===== src/rtl/parity_pkg.sv =====
package parity_pkg;
  localparam int unsigned BYTE_W = 8;
  localparam int unsigned CELL_W = BYTE_W + 1;

  // parity bit that makes the nine-bit group odd (odd_s=1) or even (odd_s=0)
  function automatic logic gen_par(input logic [BYTE_W-1:0] b, input logic odd_s);
    return (^b) ^ odd_s;
  endfunction
endpackage


===== src/rtl/parity_encoder.sv =====
module parity_encoder
  import parity_pkg::*;
#(
  parameter int unsigned NB = 2
) (
  input  logic                 odd_sense_i,
  input  logic [NB*BYTE_W-1:0] data_i,
  output logic [NB*CELL_W-1:0] word_o
);
  for (genvar k = 0; k < NB; k++) begin : g_byte
    logic [BYTE_W-1:0] byte_d;
    assign byte_d                  = data_i[k*BYTE_W +: BYTE_W];
    assign word_o[k*CELL_W +: BYTE_W] = byte_d;
    assign word_o[k*CELL_W + BYTE_W]  = gen_par(byte_d, odd_sense_i);
  end
endmodule


===== src/rtl/parity_checker.sv =====
module parity_checker
  import parity_pkg::*;
#(
  parameter int unsigned NB = 2
) (
  input  logic                 clk_i,
  input  logic                 rst_ni,
  input  logic                 odd_sense_i,
  input  logic                 valid_i,
  input  logic [NB*CELL_W-1:0] word_i,
  output logic [NB-1:0]        err_o
);
  logic [NB-1:0] mism;

  for (genvar k = 0; k < NB; k++) begin : g_byte
    logic [BYTE_W-1:0] byte_d;
    logic              par_st;
    assign byte_d  = word_i[k*CELL_W +: BYTE_W];
    assign par_st  = word_i[k*CELL_W + BYTE_W];
    assign mism[k] = par_st ^ gen_par(byte_d, odd_sense_i);
  end

  always_ff @(posedge clk_i or negedge rst_ni) begin
    if (!rst_ni)      err_o <= '0;
    else if (valid_i) err_o <= mism;
    else              err_o <= '0;
  end
endmodule


===== src/rtl/read_splitter.sv =====
module read_splitter
  import parity_pkg::*;
#(
  parameter int unsigned NB = 2
) (
  input  logic                 lane_off_i,
  input  logic [NB*CELL_W-1:0] word_i,
  output logic [NB*BYTE_W-1:0] data_o,
  output logic [NB-1:0]        par_o
);
  for (genvar k = 0; k < NB; k++) begin : g_byte
    assign data_o[k*BYTE_W +: BYTE_W] = word_i[k*CELL_W +: BYTE_W];
    assign par_o[k] = lane_off_i ? 1'b0 : word_i[k*CELL_W + BYTE_W];
  end
endmodule


===== src/rtl/byte_parity_guard.sv =====
module byte_parity_guard
  import parity_pkg::*;
#(
  parameter int unsigned NB = 2,
  localparam int unsigned DW = NB * BYTE_W,
  localparam int unsigned SW = NB * CELL_W
) (
  input  logic          clk_i,
  input  logic          rst_ni,
  input  logic          odd_sense_i,
  input  logic          lane_off_i,
  input  logic [DW-1:0] wr_data_i,
  output logic [SW-1:0] wr_word_o,
  input  logic          rd_valid_i,
  input  logic [SW-1:0] rd_word_i,
  output logic [DW-1:0] rd_data_o,
  output logic [NB-1:0] rd_par_o,
  output logic [NB-1:0] err_o,
  output logic          err_any_o
);
  parity_encoder #(.NB(NB)) u_enc (
    .odd_sense_i (odd_sense_i),
    .data_i      (wr_data_i),
    .word_o      (wr_word_o)
  );

  read_splitter #(.NB(NB)) u_split (
    .lane_off_i (lane_off_i),
    .word_i     (rd_word_i),
    .data_o     (rd_data_o),
    .par_o      (rd_par_o)
  );

  parity_checker #(.NB(NB)) u_chk (
    .clk_i       (clk_i),
    .rst_ni      (rst_ni),
    .odd_sense_i (odd_sense_i),
    .valid_i     (rd_valid_i),
    .word_i      (rd_word_i),
    .err_o       (err_o)
  );

  assign err_any_o = |err_o;
endmodule


===== config.mk =====
export PLATFORM = sky130hd
export DESIGN_NAME = byte_parity_guard
export DESIGN_NICKNAME = d
export VERILOG_FILES = /design/src/rtl/parity_pkg.sv /design/src/rtl/parity_encoder.sv /design/src/rtl/parity_checker.sv /design/src/rtl/read_splitter.sv /design/src/rtl/byte_parity_guard.sv
export SDC_FILE = /design/constraint.sdc
export NUM_CORES = 1
export LEC_CHECK = 0
export BUFFER_PORTS_ARGS = -buffer_cell sky130_fd_sc_hd__buf_4
export CORE_UTILIZATION = 31
export DETAILED_ROUTE_END_ITERATION = 7
export GPL_TIMING_DRIVEN = 0
export PLACE_DENSITY = 0.8
export SETUP_SLACK_MARGIN = 0.05
export SLEW_MARGIN = 20
export SYNTH_ARGS = -nofsm -noshare
export SYNTH_HDL_FRONTEND = slang
export SYNTH_SLANG_ARGS = --single-unit

===== constraint.sdc =====
create_clock -name clk_i -period 1.51 [get_ports clk_i]
set_input_delay 0.3775 -clock clk_i [delete_from_list [all_inputs] [get_ports clk_i]]
set_output_delay 0.3775 -clock clk_i [all_outputs]
set_load 0.05 [all_outputs]

==> results.toml <==
[outcome]
status = "finished with violations"
violations = "negative setup slack"

[sta]
final_hold_viol_count = 0
setup_tns_ns = -0.310
slew_violations = 0
finalCritPeriodShare_pct = 111
clock.fmax_mhz = 598
setup_viol = 2
rsz0062_at_grt = "true"
setup_ws_ns = -0.161
fin_crit_ns = 1.67
worst_pin_slew_ns = 0.259
max-slew-margin-rel_pct = 82.7

[detailed_routing]
vias_per_cell = 3.98
drt_iter0_drc = 1
wl_um = 1660
drt_pass1_iterations = 2
drtAntennaViolNets = 0
routedWlPerCell_um = 9.36
drc = 0
vias = 705

[clock_tree]
cts_sinks = 2
clk_pin_slew_ns = 0.03
cts_made_buffers = 3
htreeDepth = 1
clock_tree.root_cell = "clkbuf_4"
cts_tree = "built"
cts_buffer_depth = 2
cts_setup_buffers = 0

[pwr]
p_sw_mw = 0.575
intPower_mw = 0.605
p_sw_share_pct = 48.7
p_clk_share_pct = 10.0
power_density_mw_per_mm2 = 817
power_mw = 1.18
power_frac_seq_pct = 6.3
p_leak_nw = 0.774
combPwrFrac_pct = 83.7
vdd_drop_max_mv = 0.492

[global_route]
globalRouteOverflowTotal = 0
antenna_found_initial = 0
grtUsageTotal_pct = 15.6
grt_max_degree = 5
grt_pass1_vias = 688
grt_pass1_wl_um = 2380

[placement]
postPlaceCellArea_mm2 = 0.00131
gp_congestion = 0.646
hpwl_um = 1410
pre_cts_ws_ns = -0.244
placedCellCount = 173
numPortBuffers = 77

[logic_synthesis]
synth.yosys.seq_area_share_pct = 7.95
ys_warn_count = 0
synthXorXnorAreaFrac_pct = 48.9
ys_types = 8
synth_top_cell_by_area = "buf_4"
yosys.area_share.simple_pct = 4.97
netlist_instances = 71
syn_area_um2 = 629
synth_top_area_share_pct = 38.2
synth_top_family_by_area = "XOR/XNOR gates"
avgSynthCellArea_um2 = 8.86
synthMuxAreaShare_pct = 0
synth_area_leaders = "buf_4, xnor2_1, xor2_1"
synth_compound_area_share_pct = 0
synth_adder_area_share_pct = 0
syn-num-nets = 110
ys_seq_elements = 2

[layout]
stdcell_count = 177
largest-register = "u_chk.err_o"
largest_reg_flops = 2
syn_to_final_growth_pct = 130
reg_top3 = "u_chk.err_o (2)"
fin_area_mm2 = 0.00145
nets = 193
layout-drive-gt1-share_pct = 82.2
diodes = 0

[critical_path]
critical_path_required_ns = 1.13
cp-start-kind = "input port"
path_max_fanout = 2
critical_path_class = "input port to output pin"
worstSetupEndpointType = "output pin"
worstPathArrival_ns = 1.29

[floorplan]
start_util_pct = 34.6
ios = 78
fp.dieH_um = 47.1
dieArea_mm2 = 0.00221
row_count = 15
dieWidth_um = 47.1
coreArea_mm2 = 0.00182

[hold_path]
hold_depth = 2
min_path_type = "input port to flip-flop"

[job]
maxCapViolCount = 0
[cell usage in the layout, fill, tap and decap left out, drive strengths merged]
master       Yosys  final
xnor2           22     22
dlygate4sd3      0      1
nor2b            2      2
dfrtp            2      2
clkbuf           0      3
or2              1      1
buf             32    109
xnor3            2      2
and2             2      2
xor2             8      8
[Yosys cell counts]
master	count
or2_2	1
xnor2_1	22
nor2b_1	2
xor2_1	8
and2_1	2
dfrtp_1	2
buf_4	32
xnor3_1	2
[cell type report]
class	count	area, um^2
Timing Repair Buffer	78	637
Multi-Input combinational cell	37	464
Fill cell	109	375
Buffer	32	240
Sequential cell	2	50.0
Tap cell	25	31.3
Clock buffer	3	22.5
[power groups by stage]
stage,Clock (mW),Combinational (mW),Sequential [mW]
6_report,0.118,0.988,0.0749
5_1_grt,0.134,1.04,0.0761
4_1_cts,0.122,0.982,0.0754
3_5_place_dp,0,0.914,0.0760
3_3_place_gp,0,0.907,0.0753
2_1_floorplan,0,0.591,0.130
[routing by layer]
metal | routed length (um) | part of all wire, % | GRT usage (%) | vias to the layer above
li1 | - | - | - | 346
met3 | 228 | 14 | 4.62 | 2
met5 | 0 | 0 | 0 | -
met2 | 832 | 50 | 29.7 | 60
met1 | 580 | 35 | 14.8 | 297
met4 | 16 | 0.97 | 8.57 | 0
[cells by family after synthesis]
kind of cell              Yosys count
xor gates and xnor gates           32
buffers and inverters              32
and+or+nand+nor                     5
DFF                                 2
[final timing paths]
check / endpoint / startpoint
min in group asynchronous: u_chk.err_o[0]$_DFF_PN0_ / rst_ni
min: u_chk.err_o[0]$_DFF_PN0_ / rd_valid_i
max in group asynchronous: u_chk.err_o[1]$_DFF_PN0_ / rst_ni
max: wr_word_o[17] / wr_data_i[14]
[stage by stage]
stage / hold WS [ns] / util (%)
after global routing: 0.363 / 79.4
final: 0.368 / 79.4
after CTS: 0.365 / 79.2
after global placement: 0.159 / 72.0
after detailed placement: 0.161 / 72.0
after floorplan: 0.0819 / -
[critical path, stage by stage]
cell and delay (ns):
buf_8 0.10, xnor2_4 0.14, xnor2_2 0.20, xnor2_2 0.15, xnor2_2 0.14, buf_6 0.18
[timing repair]
item                                   4_1_cts  5_1_grt
hold buffers                                 1        0
pin swaps                                   10        0
endpoints found under the hold margin        2        0
gates resized for setup                     18        1
setup endpoints to repair                    2        3
No activity file was read; power rests on OpenSTA's default activity.
